### src/rtl/cr_ff_pkg.sv
package cr_ff_pkg;
  localparam logic [1:0] FF_CUT_EXCL = 2'b01;
  localparam logic [1:0] FF_CUT_INCL = 2'b10;

  typedef enum logic [1:0] {S_IDLE, S_RUN, S_DONE} ffState_e;

  typedef struct packed {
    logic load;
    logic step;
    logic cutExcl;
    logic cutIncl;
    logic keepFull;
  } ffStrobe_t;
endpackage

### src/rtl/cr_ff_dp.sv
module cr_ff_dp
  import cr_ff_pkg::*;
#(
  parameter int VLW = 7
) (
  input  logic           clk,
  input  logic           rstN,
  input  ffStrobe_t      strobe,
  input  logic [1:0]     cfgMode,
  input  logic           cfgInv,
  input  logic [1:0]     cfgSel,
  input  logic           cfgFive,
  input  logic [VLW-1:0] vlIn,
  input  logic           elemBit,
  input  logic [3:0]     elemField,
  output logic           failNow,
  output logic           inclMode,
  output logic           lastElem,
  output logic           vlZero,
  output logic [VLW-1:0] elemIdx,
  output logic [VLW-1:0] vlOut
);
  logic [1:0]     modeQ;
  logic           invQ;
  logic [1:0]     selQ;
  logic           fiveQ;
  logic [VLW-1:0] vlQ;
  logic [VLW-1:0] idxQ;
  logic [VLW-1:0] vlOutQ;
  logic           fieldBit;
  logic           testBit;
  logic           ffActive;

  always_ff @(posedge clk) begin
    if (!rstN) begin
      modeQ  <= '0;
      invQ   <= 1'b0;
      selQ   <= '0;
      fiveQ  <= 1'b0;
      vlQ    <= '0;
      idxQ   <= '0;
      vlOutQ <= '0;
    end else begin
      if (strobe.load) begin
        modeQ <= cfgMode;
        invQ  <= cfgInv;
        selQ  <= cfgSel;
        fiveQ <= cfgFive;
        vlQ   <= vlIn;
        idxQ  <= '0;
      end else if (strobe.step) begin
        idxQ <= idxQ + 1'b1;
      end
      if (strobe.cutExcl)       vlOutQ <= idxQ;
      else if (strobe.cutIncl)  vlOutQ <= idxQ + 1'b1;
      else if (strobe.keepFull) vlOutQ <= vlQ;
    end
  end

  // selector 0 picks the top bit (LT), 3 the bottom bit (SO)
  assign fieldBit = elemField[2'd3 - selQ];
  assign testBit  = fiveQ ? elemBit : fieldBit;
  assign ffActive = (modeQ == FF_CUT_EXCL) || (modeQ == FF_CUT_INCL);
  assign failNow  = ffActive && ((testBit ^ invQ) == 1'b0);
  assign inclMode = (modeQ == FF_CUT_INCL);
  assign vlZero   = (vlQ == '0);
  assign lastElem = (idxQ == (vlQ - {{(VLW-1){1'b0}}, 1'b1}));
  assign elemIdx  = idxQ;
  assign vlOut    = vlOutQ;
endmodule

### src/rtl/cr_ff_ctrl.sv
module cr_ff_ctrl
  import cr_ff_pkg::*;
(
  input  logic      clk,
  input  logic      rstN,
  input  logic      start,
  input  logic      elemValid,
  input  logic      failNow,
  input  logic      inclMode,
  input  logic      lastElem,
  input  logic      vlZero,
  output ffStrobe_t strobe,
  output logic      busy,
  output logic      done,
  output logic      commitEn
);
  ffState_e stateQ, stateD;

  always_ff @(posedge clk) begin
    if (!rstN) stateQ <= S_IDLE;
    else       stateQ <= stateD;
  end

  always_comb begin
    stateD = stateQ;
    strobe = '0;
    unique case (stateQ)
      S_IDLE: begin
        if (start) begin
          strobe.load = 1'b1;
          stateD      = S_RUN;
        end
      end
      S_RUN: begin
        if (vlZero) begin
          strobe.keepFull = 1'b1;
          stateD          = S_DONE;
        end else if (elemValid) begin
          if (failNow) begin
            strobe.cutIncl = inclMode;
            strobe.cutExcl = !inclMode;
            stateD         = S_DONE;
          end else if (lastElem) begin
            strobe.keepFull = 1'b1;
            stateD          = S_DONE;
          end else begin
            strobe.step = 1'b1;
          end
        end
      end
      S_DONE:  stateD = S_IDLE;
      default: stateD = S_IDLE;
    endcase
  end

  assign busy     = (stateQ == S_RUN);
  assign done     = (stateQ == S_DONE);
  assign commitEn = busy && elemValid && !vlZero && (!failNow || inclMode);
endmodule

### src/rtl/cr_ff_trunc.sv
module cr_ff_trunc
  import cr_ff_pkg::*;
#(
  parameter int MAX_VL = 64,
  localparam int VLW = $clog2(MAX_VL + 1)
) (
  input  logic           clk,
  input  logic           rstN,
  input  logic           start,
  input  logic [1:0]     cfgMode,
  input  logic           cfgInv,
  input  logic [1:0]     cfgSel,
  input  logic           cfgFive,
  input  logic [VLW-1:0] vlIn,
  input  logic           elemValid,
  input  logic           elemBit,
  input  logic [3:0]     elemField,
  output logic           busy,
  output logic [VLW-1:0] elemIdx,
  output logic           commitEn,
  output logic           done,
  output logic [VLW-1:0] vlOut
);
  ffStrobe_t strobe;
  logic      failNow;
  logic      inclMode;
  logic      lastElem;
  logic      vlZero;

  cr_ff_ctrl u_ctrl (
    .clk(clk), .rstN(rstN), .start(start), .elemValid(elemValid),
    .failNow(failNow), .inclMode(inclMode), .lastElem(lastElem),
    .vlZero(vlZero), .strobe(strobe), .busy(busy), .done(done),
    .commitEn(commitEn)
  );

  cr_ff_dp #(.VLW(VLW)) u_dp (
    .clk(clk), .rstN(rstN), .strobe(strobe), .cfgMode(cfgMode),
    .cfgInv(cfgInv), .cfgSel(cfgSel), .cfgFive(cfgFive), .vlIn(vlIn),
    .elemBit(elemBit), .elemField(elemField), .failNow(failNow),
    .inclMode(inclMode), .lastElem(lastElem), .vlZero(vlZero),
    .elemIdx(elemIdx), .vlOut(vlOut)
  );
endmodule

### config.mk
export PLATFORM = sky130hd
export DESIGN_NAME = cr_ff_trunc
export DESIGN_NICKNAME = d
export VERILOG_FILES = /design/src/rtl/cr_ff_pkg.sv /design/src/rtl/cr_ff_dp.sv /design/src/rtl/cr_ff_ctrl.sv /design/src/rtl/cr_ff_trunc.sv
export SDC_FILE = /design/constraint.sdc
export NUM_CORES = 1
export LEC_CHECK = 0
export BUFFER_PORTS_ARGS = -buffer_cell sky130_fd_sc_hd__clkbuf_2
export CAP_MARGIN = 15
export CORE_UTILIZATION = 54
export CTS_CLUSTER_SIZE = 10
export DETAILED_ROUTE_END_ITERATION = 10
export GPL_TIMING_DRIVEN = 0
export PLACE_DENSITY = 0.87
export SLEW_MARGIN = 10
export SYNTH_ARGS = -nofsm -noshare
export SYNTH_HDL_FRONTEND = slang
export SYNTH_SLANG_ARGS = --single-unit
### constraint.sdc
create_clock -name clk -period 3 [get_ports clk]
set_input_delay 0.15 -clock clk [delete_from_list [all_inputs] [get_ports clk]]
set_output_delay 0.15 -clock clk [all_outputs]
set_load 0.01 [all_outputs]
Word-level counts from Yosys, hierarchy flattened
Cells that the tools add are included.

storage, ports and cells
  flip-flop bits (word level) = 29

cells by class
  mux-type cells = 23
  order comparisons = 1
  bitwise operators = 3
  add/subtract/negate cells = 3
  eq/ne operators = 8
  reduce and logical (&&, ||, !) cells = 14

operators with widths
  kind                                                                           number
  7-bit two-way mux                                                              3
  2-bit two-way mux                                                              6
  1-bit two-way mux                                                              9
  4-bit two-way mux                                                              2
  7-bit by 1-bit adder with 7-bit output (second input constant)                 1
  7-bit equality test                                                            1
  7-bit zero test                                                                1
  7-bit by 1-bit subtractor with 7-bit output (second input constant)            1
  2-bit by 1-bit equality test with 1-bit output (second input constant)         2
  2-bit equality test (second input constant)                                    2
  1-bit logical AND                                                              4
  4-bit by 2-bit inequality test with 1-bit output (second input constant)       1
  2-bit case mux with 2 select lines                                             1
  1-bit zero test                                                                3
  2-bit by 3-bit less-than comparator with 1-bit output (second input constant)  1
  3-bit two-way mux                                                              1
  3-bit by 2-bit inequality test with 1-bit output (second input constant)       1
  3-bit AND reduction                                                            1
  3-bit nonzero test                                                             1
  1-bit binary-select mux with 2-bit select                                      1
  2-bit zero test                                                                1
  1-bit logical OR                                                               2
  2-bit inequality test (second input constant)                                  1
  1-bit inverter                                                                 2
  other kinds (3)                                                                3

Depth between registers and ports, before layout
Gate-level depths: netlist (run 1).

  depth in word-level cells = 14
  depth in mapped cells = 9

Cells and area by module
From an unflattened synthesis (run 1), not the netlist that was laid out.

second synthesis, totals
  cells, all modules = 194
  area total of the unflattened synthesis = 1739.2 µm²

by module, submodules not included
  module      seq. area each (µm²)  times used  cells an instance  area each (µm²)
  cr_ff_dp    540.5                 1           176                1569.0
  cr_ff_ctrl  40.0                  1           18                 170.2

Worst setup path before layout (run 1)
Ideal clock, no wire load.

  path type = reg-to-reg
  start = reg u_dp.vlQ[0]
  end = reg u_dp.vlOutQ[0], in the netlist u_dp.vlOut[0]
  arrival time = 2.098 ns
  cell stages (with the launch flop) = 9
  path slack = 0.830 ns
  path buffers = 0
  path through = dfxtp_1 inv_1 ha_1 and2_1 o21a_1 o31a_1 o32a_4 o21ai_4 mux2i_1

on the way
  cells in the longest elaborated chain, start to end = 8
  elaborated cells on any way between the ends = 13

ends and longest elaborated chain
  item                                         RTL line          source
  start: declaration                           cr_ff_dp.sv:27    logic [VLW-1:0] vlQ;
  start signal: assignment                     cr_ff_dp.sv:49    vlQ <= vlIn;
  7-bit by 1-bit subtractor with 7-bit output  cr_ff_dp.sv:67    assign lastElem = (idxQ == (vlQ - {{(VLW-1){1'b0}}, 1'b1}));
  7-bit equality test                          cr_ff_dp.sv:67
  1-bit two-way mux                            cr_ff_ctrl.sv:43  end else if (lastElem) begin
  1-bit two-way mux                            cr_ff_ctrl.sv:39  if (failNow) begin
  4-bit two-way mux                            cr_ff_ctrl.sv:38  end else if (elemValid) begin
  1-bit two-way mux                            cr_ff_ctrl.sv:35  if (vlZero) begin
  4-bit two-way mux                            cr_ff_ctrl.sv:27  unique case (stateQ)
  3-bit nonzero test (no source line)          -
  end signal: assignment                       cr_ff_dp.sv:54    if (strobe.cutExcl) vlOutQ <= idxQ;
  end signal: assignment                       cr_ff_dp.sv:55    else if (strobe.cutIncl) vlOutQ <= idxQ + 1'b1;
  end signal: assignment                       cr_ff_dp.sv:56    else if (strobe.keepFull) vlOutQ <= vlQ;
  end: declaration                             cr_ff_dp.sv:29    logic [VLW-1:0] vlOutQ;

Parallel ways exist; a longest one is shown, timed or not. The select of a mux whose other input is x is not followed.
A chain may end at the register's enable or synchronous reset.

Worst setup path after layout (run 1)
  start = reg u_dp.vlQ[0]
  end = reg u_dp.vlOutQ[5], in the netlist u_dp.vlOut[5]

on the way
  cells in the longest elaborated chain, start to end = 8
  elaborated cells on any way between the ends = 12

ends and longest elaborated chain
  item                                         RTL line
  7-bit by 1-bit subtractor with 7-bit output  cr_ff_dp.sv:67
  7-bit equality test                          cr_ff_dp.sv:67
  1-bit two-way mux                            cr_ff_ctrl.sv:43
  1-bit two-way mux                            cr_ff_ctrl.sv:39
  4-bit two-way mux                            cr_ff_ctrl.sv:38
  1-bit two-way mux                            cr_ff_ctrl.sv:35
  4-bit two-way mux *                          cr_ff_ctrl.sv:27
  3-bit nonzero test (no source line)          -

Mark *: on every way between the ends. The rest lies on a longest branch, timed or not.

==> results of run 1 <==
per-stage QoR:
step | setup WS [ns] | instance area [sq um] | total power [mW]
finish | 0.549 | 2100 | 0.850
global route | 0.410 | 2100 | 0.899
CTS | 0.551 | 2100 | 0.855
detailed placement | 0.580 | 2050 | 0.641
global placement | 0.666 | 2050 | 0.635
floorplan | 0.830 | 1810 | 0.586
cell usage after synthesis, types with 2 or more instances:
cell and instances:
a21oi_1 5, o211ai_1 7, clkbuf_1 7, o21a_1 2, o31a_1 2, and3_1 3
or4_1 2, nor3_1 3, buf_6 2, o21ai_0 3, nor2b_1 2, nand4_1 2
and2_1 2, inv_1 6, or3_1 2, nand3_1 5, a21boi_0 13, a31oi_1 2
nand2b_1 3, nand2_1 53, dfxtp_1 29, nor2_1 10, o2111ai_1 2, xnor2_1 5
mux2i_1 14, ha_1 4, nor3b_1 2, buf_4 2, xor2_1 8
layer usage:
metal  global-route usage, %  up-vias
met3                    5.19       10
met5                       0        -
li1                        -      850
met4                    10.3        0
met1                    32.0      759
met2                    38.3       47
final timing paths:
| path | end | slack, ns |
|---|---|---|
| hold reg to reg | u_dp.vlOut[3] | 0.46 |
| setup reg to reg | u_dp.vlOut[5] | 0.55 |
| hold / removal | u_dp.invQ | 0.05 |
| setup / recovery | u_dp.vlOut[5] | 0.55 |
power breakdown:
group / internal [mW] / switching [mW] / total, mW
Clock: 0.0931 / 0.124 / 0.217
Sequential: 0.403 / 0.0197 / 0.422
Combinational: 0.0920 / 0.119 / 0.211
Total: 0.588 / 0.262 / 0.850
tightest hold or removal path, stage by stage:
cell and delay [ns]:
clkbuf_2 0.08, nand2_1 0.04, a21boi_0 0.06
cells by family after synthesis:
family / Yosys count
compound gates: 44
xor+xnor: 14
fa+ha+maj: 4
buf+inv: 18
flops: 29
mux: 14
simple gates: 95
layout make-up:
cell class | count | area share, %
Inverter | 6 | 1.07
Clock buffer | 8 | 2.32
Timing Repair Buffer | 38 | 9.05
Sequential cell | 29 | 27.6
Buffer | 12 | 3.63
Tap cell | 44 | 2.62
Multi-Input combinational cell | 171 | 53.7
sequential cells by signal (all words and copies together) (netlist names):
name           cells
u_ctrl.stateQ      2
u_dp.invQ          1
u_dp.fiveQ         1
u_dp.selQ          2
u_dp.vlOut         7
u_dp.elemIdx       7
u_dp.vlQ           7
u_dp.modeQ         2
layout by cell type (no fill, tap or decap), types with 6 or more instances in the layout:
cell      instances
a21boi_0         13
clkbuf_1         10
clkbuf_2         38
dfxtp_1          29
inv_1             6
mux2i_1          14
nand2_1          53
nor2_1           10
o211ai_1          7
xor2_1            8
==> flow_metrics.env, run 1 <==
export IMPL_syn_nets=244
export IMPL_die_height_um=59.8
export IMPL_clock_path_buffers=2
export IMPL_track_usage_pct=24.3
export IMPL_cpLargestDelayFamily="compound AO/OA/AOI/OAI gates"
export IMPL_cts_sinks=29
export IMPL_wl_um=3800
export IMPL_syn_area_sq_mm=0.00181
export IMPL_netlist_top_cells_area="dfxtp_1 (32%), nand2_1 (11%), mux2i_1 (7.8%), a21boi_0 (5.4%), xor2_1 (3.9%)"
export IMPL_grt_pass1_vias=1455
export IMPL_yosysTopAreaCellShare_pct=32.1
export IMPL_routed_via_density=5.41
export IMPL_grt_pass1_wl_um=6380
export IMPL_max_stage_delay_ns=0.47
export IMPL_start_util_pct=58.2
export IMPL_wl_met2_um=1700
export IMPL_drv_slew=0
export IMPL_worst_hold_path_num_cells=3
export IMPL_setup_violations=0
export IMPL_clock_skew_ns=0.00801
export IMPL_synthMuxAreaShare_pct=7.76
export IMPL_path_class="register to register"
export IMPL_insertedDiodeCount=0
export IMPL_clkLatencyLatePin_ns=0.33
export IMPL_cp_cell_sequence="inv_1 > ha_1 > and2_1 > o21a_1 > o31a_1 > o32a_4 > o21ai_4 > mux2i_1"
export IMPL_ys_seq_area_share_pct=32.1
export IMPL_ys_ff_latch=29
export IMPL_synth_area_per_cell_sq_um=8.29
export IMPL_vias=1666
export IMPL_final_nets=289
export IMPL_crit_path_end_kind="register"
export IMPL_async_reset_ff_share_pct=0
export IMPL_multi_input_area_sq_mm=0.00113
export IMPL_cp_required_ns=3.25
export IMPL_synth_top_area_cell="dfxtp_1"
export IMPL_numCtsBuffers=5
export IMPL_crit_cells=8
export IMPL_worst_path_buf_inv=1
export IMPL_n_fill_cell=290
export IMPL_max_slew_margin_pct=63.3
export IMPL_powerDensity_mw_per_mm2=405
export IMPL_crit_path_top_delay_cell="dfxtp_1"
export IMPL_floorplan_rows=20
export IMPL_drv_cap=0
export IMPL_postRouteAntennaNets=0
export IMPL_cts_root_buffer="clkbuf_4"
export IMPL_antenna_found_initial=0
export IMPL_chipWidth_um=59.8
export IMPL_layout_cells_non_filler=308
export IMPL_cp_arrival_ns=2.71
export IMPL_dr_pass1_iters=4
export IMPL_rsz0062_at_grt="no"
export IMPL_coreArea_sq_mm=0.00310
export IMPL_hold_buffers=0
export IMPL_ys_types=45
export IMPL_drc=0
export IMPL_r2r_start="u_dp.vlQ[0]"
export IMPL_synthSimpleGateAreaFrac_pct=24.6
export IMPL_wl_per_cell_um=12.3
export IMPL_seqCellArea_sq_um=581
export IMPL_min_period_ns=2.45
export IMPL_post_cts_buffers=0
export IMPL_hold_viol=0
export IMPL_final_layout_size_suffix_gt1_share_pct=20.8
export IMPL_outcome="finished, final reports clean"
export IMPL_finalCritPeriodShare_pct=81.7
export IMPL_place_inst=300
export IMPL_io_pins=39
export IMPL_min_from="cfgInv"
export IMPL_ys_warn_count=0
export IMPL_syn2layout_area_growth_pct=16.3
export IMPL_synth_fa_ha_area_share_pct=2.77
export IMPL_highest_layer="met4"
export IMPL_grt_max_degree=11
export IMPL_h_tree_depth=2
export IMPL_met1Wirelength_um=1830
export IMPL_ir_worst_vdd_v=0.000212
export IMPL_setup_tns_final_ns=0
export IMPL_fmax_mhz=408
export IMPL_startpoint_type="register"
export IMPL_r2r_cells=8
export IMPL_die_area_sq_mm=0.00358
export IMPL_hp_class="input pin to register"
export IMPL_dr_wl_met3_um=185
export IMPL_cp_startpoint="u_dp.vlQ[0]"
export IMPL_synth_compound_area_share_pct=20.1
export IMPL_synth_top_family_by_area="simple AND/OR/NAND/NOR gates"
export IMPL_syn_inst=218
export IMPL_ys_flop_type="dfxtp_1"
export IMPL_final_util_pct=67.7
export IMPL_hpwl_um=2940
export IMPL_io_buffers=38
export IMPL_total_leakage_power_nw=0.862
export IMPL_critPathMaxFanout=7
export IMPL_overflow=0
export IMPL_cts_resized=0
export IMPL_tightest_slew_ns=0.548
export IMPL_cts_tree="yes"
export IMPL_drtIter0Drc=54
export IMPL_synth_xor_area_share_pct=7.20
export IMPL_synth_edf_count=0
export IMPL_holdWs_ns=0.0456
export IMPL_globalplace_congestion=0.878
export IMPL_clk_pin_slew_ns=0.08
(Power assumes the default switching activity.)
==> run 2: changes to the inputs <==
CORE_UTILIZATION = 49   (was 54)
PLACE_DENSITY = 0.84   (was 0.87)
clock period = 2.19 ns   (was 3 ns; I/O delays follow)
==> flow_metrics.env, run 2 (synthesis results as in run 1) <==
export IMPL_outcome="finished, final reports clean"
export IMPL_vias=1795
export IMPL_fmax_mhz=460
export IMPL_postRouteAntennaNets=0
export IMPL_mostFrequentLayoutCells="nand2_1 (53), clkbuf_2 (38), dfxtp_1 (23), mux2i_1 (14), a21boi_0 (13)"
export IMPL_die_height_um=62.7
export IMPL_tightest_slew_ns=0.555
export IMPL_cts_root_buffer="clkbuf_8"
export IMPL_total_leakage_power_nw=0.949
export IMPL_drtIter0Drc=94
export IMPL_insertedDiodeCount=0
export IMPL_total_power_mw=1.54
export IMPL_grt_use_met1_pct=28.3
export IMPL_grt_max_degree=11
export IMPL_max_stage_delay_ns=0.56
export IMPL_wl_per_cell_um=15.0
export IMPL_die_area_sq_mm=0.00393
export IMPL_grtUsageMet3_pct=5.66
export IMPL_pwr_share_comb_pct=24.4
export IMPL_final_nets=296
export IMPL_ir_worst_vdd_v=0.000473
export IMPL_syn2layout_area_growth_pct=29.4
export IMPL_track_usage_pct=25.3
export IMPL_clock_skew_ns=0.00893
export IMPL_crit_path_end_kind="register"
export IMPL_hpwl_um=3130
export IMPL_power_frac_seq_pct=37.7
export IMPL_chipWidth_um=62.7
export IMPL_finalCritPeriodShare_pct=99.3
export IMPL_io_pins=39
export IMPL_busiest_layer="met2"
export IMPL_cpLargestDelayFamily="compound AO/OA/AOI/OAI gates"
export IMPL_max_slew_margin_pct=62.9
export IMPL_powerDensity_mw_per_mm2=659
export IMPL_final_area_sq_mm=0.00234
export IMPL_cp_cell_sequence="nor2_1 > o21a_1 > o31a_1 > o32a_4 > o21ai_4 > mux2i_1"
export IMPL_rsz0062_at_grt="yes"
export IMPL_routed_via_density=5.66
export IMPL_preCtsSetupSlack_ns=-0.214
export IMPL_crit_path_top_delay_cell="dfxtp_1"
export IMPL_critPathMaxFanout=10
export IMPL_grt_pass1_wl_um=7630
export IMPL_internal_power_mw=1.09
export IMPL_h_tree_depth=2
export IMPL_hp_class="input pin to register"
export IMPL_worst_slack_ns=0.0148
export IMPL_final_common_cell="nand2_1"
export IMPL_cp_arrival_ns=2.39
export IMPL_hold_viol=0
export IMPL_switching_share_pct=29.3
export IMPL_grt_pass1_vias=1694
export IMPL_drv_cap=0
export IMPL_numCtsBuffers=5
export IMPL_n_fill_cell=272
export IMPL_clkPwrFrac_pct=37.9
export IMPL_path_class="register to register"
export IMPL_dr_pass1_iters=4
export IMPL_clkLatencyLatePin_ns=0.29
export IMPL_use_met2_pct=42.4
export IMPL_final_util_pct=67.9
export IMPL_clk_pin_slew_ns=0.07
export IMPL_setup_violations=0
export IMPL_worst_path_buf_inv=0
export IMPL_floorplan_rows=21
export IMPL_cts_tree="yes"
export IMPL_final_layout_size_suffix_gt1_share_pct=31.7
export IMPL_clock_path_buffers=2
export IMPL_io_buffers=38
export IMPL_globalplace_congestion=0.902
export IMPL_start_util_pct=52.5
export IMPL_cp_required_ns=2.40
export IMPL_min_period_ns=2.18
export IMPL_antenna_found_initial=0
export IMPL_drc=0
export IMPL_multi_input_area_sq_mm=0.00121
export IMPL_wl_um=4750
export IMPL_net_switching_power_mw=0.452
export IMPL_cts_sinks=29
export IMPL_startpoint_type="register"
export IMPL_overflow=0
export IMPL_drv_slew=0
export IMPL_place_area_sq_mm=0.00205
export IMPL_seqCellArea_sq_um=598
export IMPL_coreArea_sq_mm=0.00344
run 2: per-stage QoR:
step | setup TNS [ns] | std cells | hold slack [ns]
6_report | 0 | 317 | 0.0261
5_1_grt | -0.306 | 317 | 0.0321
4_1_cts | -0.0384 | 313 | 0.0407
3_5_place_dp | -1.91 | 302 | 0.349
3_3_place_gp | -1.32 | 302 | 0.343
2_1_floorplan | 0 | 218 | 0.254
run 2: path summary, 6_finish.rpt:
kind              startpoint            end  slack (ns)  cells after the start
max reg2reg  u_dp.elemIdx[2]  u_dp.vlOut[0]        0.01                      6
min reg2reg    u_dp.vlOut[6]  u_dp.vlOut[6]        0.46                      2
max          u_dp.elemIdx[2]  u_dp.vlOut[0]        0.01                      6
min                  vlIn[5]    u_dp.vlQ[5]        0.03                      3
run 2: timing repair:
item,4_1_cts,5_1_grt
pin swaps,10,11
endpoints found under the hold margin,0,0
setup buffers,6,5
endpoints found under the setup margin,16,16
hold buffers,0,0
resized for setup,15,13
cloned,1,0
run 2: routing by layer:
layer / vias up / part of all wire [%]
met5: - / 0
met4: 0 / 5.2
met3: 22 / 6.7
met2: 85 / 48
met1: 814 / 41
li1: 874 / -
run 2: area by class of cell:
cell class                 count  area share [%]
multi-input combinational    172            51.9
sequential                    29            25.6
timing repair buffer          49            11.8
clock buffer                   6            3.53
tap                           46            2.46
buffer                         7            1.98
clock inverter                 2            1.61
inverter                       6            1.07
run 2: tightest hold or removal path, delay by kind of cell:
kind,cells,cell delay (ns)
simple gates,1,0.04
buf+inv,1,0.08
compound gates,1,0.06
run 2: power groups by stage:
stage	Clock [mW]	Combinational, mW	Sequential [mW]
floorplan	0	0.219	0.585
global placement	0	0.284	0.588
detailed placement	0	0.291	0.590
CTS	0.588	0.344	0.582
global route	0.624	0.406	0.583
finish	0.585	0.375	0.580
==> run 3: changes to the inputs <==
GPL_TIMING_DRIVEN = 1   (was 0)
==> flow_metrics.env, run 3 (synthesis results as in run 1) <==
export IMPL_grt_pass1_vias=1531
export IMPL_n_fill_cell=301
export IMPL_drc=0
export IMPL_overflow=0
export IMPL_antenna_found_initial=0
export IMPL_hpwl_um=3070
export IMPL_track_usage_pct=22.5
export IMPL_clk_pin_slew_ns=0.06
export IMPL_min_period_ns=2.14
export IMPL_dr_pass1_iters=4
export IMPL_cts_tree="yes"
export IMPL_final_common_cell="nand2_1"
export IMPL_wl_um=4150
export IMPL_clock_path_buffers=2
export IMPL_critPathMaxFanout=7
export IMPL_wl_per_cell_um=13.1
export IMPL_clock_skew_ns=0.00643
export IMPL_hold_buffers=0
export IMPL_total_leakage_power_nw=0.939
export IMPL_cpMostUsedCell="or4_4"
export IMPL_cp_required_ns=2.37
export IMPL_floorplan_rows=21
export IMPL_drv_slew=0
export IMPL_crit_path_end_kind="register"
export IMPL_die_area_sq_mm=0.00393
export IMPL_hold_viol=0
export IMPL_final_nets=295
export IMPL_max_stage_delay_ns=0.57
export IMPL_preCtsSetupSlack_ns=0.000404
export IMPL_setup_tns_final_ns=0
export IMPL_clkLatencyLatePin_ns=0.29
export IMPL_h_tree_depth=2
export IMPL_drtIter0Drc=114
export IMPL_globalplace_congestion=0.905
export IMPL_total_power_mw=1.34
export IMPL_routed_via_density=5.33
export IMPL_numCtsBuffers=5
export IMPL_powerDensity_mw_per_mm2=594
export IMPL_io_buffers=38
export IMPL_place_inst=304
export IMPL_final_util_pct=65.4
export IMPL_postRouteAntennaNets=0
export IMPL_hp_class="input pin to register"
export IMPL_rsz0062_at_grt="yes"
export IMPL_layout_cells_non_filler=316
export IMPL_path_class="register to register"
export IMPL_vias=1685
export IMPL_worst_r2r_setup_slack_ns=0.05
export IMPL_syn2layout_area_growth_pct=24.7
export IMPL_die_height_um=62.7
export IMPL_setup_violations=0
export IMPL_grt_pass1_wl_um=6810
export IMPL_cp_cell_sequence="or4_4 > nor2_4 > xnor2_2 > o32ai_4 > or4_4 > mux2i_1"
export IMPL_startpoint_type="register"
export IMPL_drv_cap=0
export IMPL_ir_worst_vdd_v=0.000424
export IMPL_final_layout_size_suffix_gt1_share_pct=30.4
export IMPL_cts_root_buffer="clkbuf_8"
export IMPL_max_slew_margin_pct=54.5
export IMPL_cp_arrival_ns=2.31
export IMPL_start_util_pct=52.5
export IMPL_cts_sinks=29
export IMPL_worst_slack_ns=0.0519
export IMPL_grt_max_degree=32
export IMPL_fmax_mhz=468
export IMPL_mostFrequentLayoutCells="nand2_1 (53), clkbuf_2 (38), dfxtp_1 (26), buf_4 (16), mux2i_1 (14)"
export IMPL_io_pins=39
export IMPL_insertedDiodeCount=0
export IMPL_coreArea_sq_mm=0.00344
export IMPL_crit_path_top_delay_cell="or4_4"
export IMPL_tightest_slew_ns=0.682
export IMPL_outcome="finished, final reports clean"
export IMPL_finalCritPeriodShare_pct=97.6
export IMPL_chipWidth_um=62.7
## run 3: cell count changes in the layout (fill, tap and decap cells not counted), moves of 2 or more
| cell | delta |
|---|---|
| dfxtp_4 | -4 |
| clkbuf_1 | -3 |
| buf_4 | +5 |
| dfxtp_1 | +3 |
| clkinv_2 | +2 |
## run 3: worst paths after layout
| check | cells past startpoint | from | to |
|---|---|---|---|
| max | 6 | u_dp.vlQ[3] | u_dp.elemIdx[5] |
| min | 3 | vlIn[0] | u_dp.vlQ[0] |
| max reg2reg | 6 | u_dp.vlQ[3] | u_dp.elemIdx[5] |
| min reg2reg | 2 | u_dp.vlOut[3] | u_dp.vlOut[3] |
## run 3: worst max-delay path, delay by kind of cell, from the launching register on
family           cells  cell delay (ns)
flip-flops           1             0.36
multiplexers         1             0.13
XOR/XNOR             1             0.16
AO/OA/AOI/OAI        1             0.18
AND/OR/NAND/NOR      3             1.20
## run 3: what timing repair did
| item | 4_1_cts | 5_1_grt |
|---|---|---|
| endpoints found under the setup margin | 8 | 13 |
| endpoints found under the hold margin | 0 | 0 |
| buffers inserted | 1 | 3 |
| resized for setup | 1 | 15 |
| pin swaps | 1 | 6 |
## run 3: layout make-up
class	count	area, sq um	share of cell area (%)
Multi-Input combinational cell	171	1160	51.7
Clock buffer	6	72.6	3.22
Inverter	6	22.5	1.00
Clock inverter	2	10.0	0.444
Tap cell	46	57.6	2.56
Sequential cell	29	584	25.9
Timing Repair Buffer	56	342	15.2
## run 3: power breakdown
| group | internal [mW] | switching (mW) |
|---|---|---|
| Combinational | 0.157 | 0.178 |
| Clock | 0.219 | 0.204 |
| Sequential | 0.553 | 0.0251 |
| Total | 0.930 | 0.407 |
## run 3: routing by layer
metal / vias to the layer above / share of wire [%] / global-route usage (%) / wire length, um
met5: - / 0 / 0 / 0
met4: 0 / 2.5 / 13.4 / 104
met3: 10 / 5.2 / 7.12 / 216
met2: 49 / 45 / 36.0 / 1870
met1: 766 / 47 / 26.1 / 1960
li1: 860 / - / - / -
## run 3: stage by stage
stage | instance area (sq um) | hold slack [ns]
final | 2250 | 0.0457
after global routing | 2250 | 0.0445
after CTS | 2190 | 0.0498
after detailed placement | 2080 | 0.354
after global placement | 2080 | 0.345
after floorplan | 1810 | 0.254
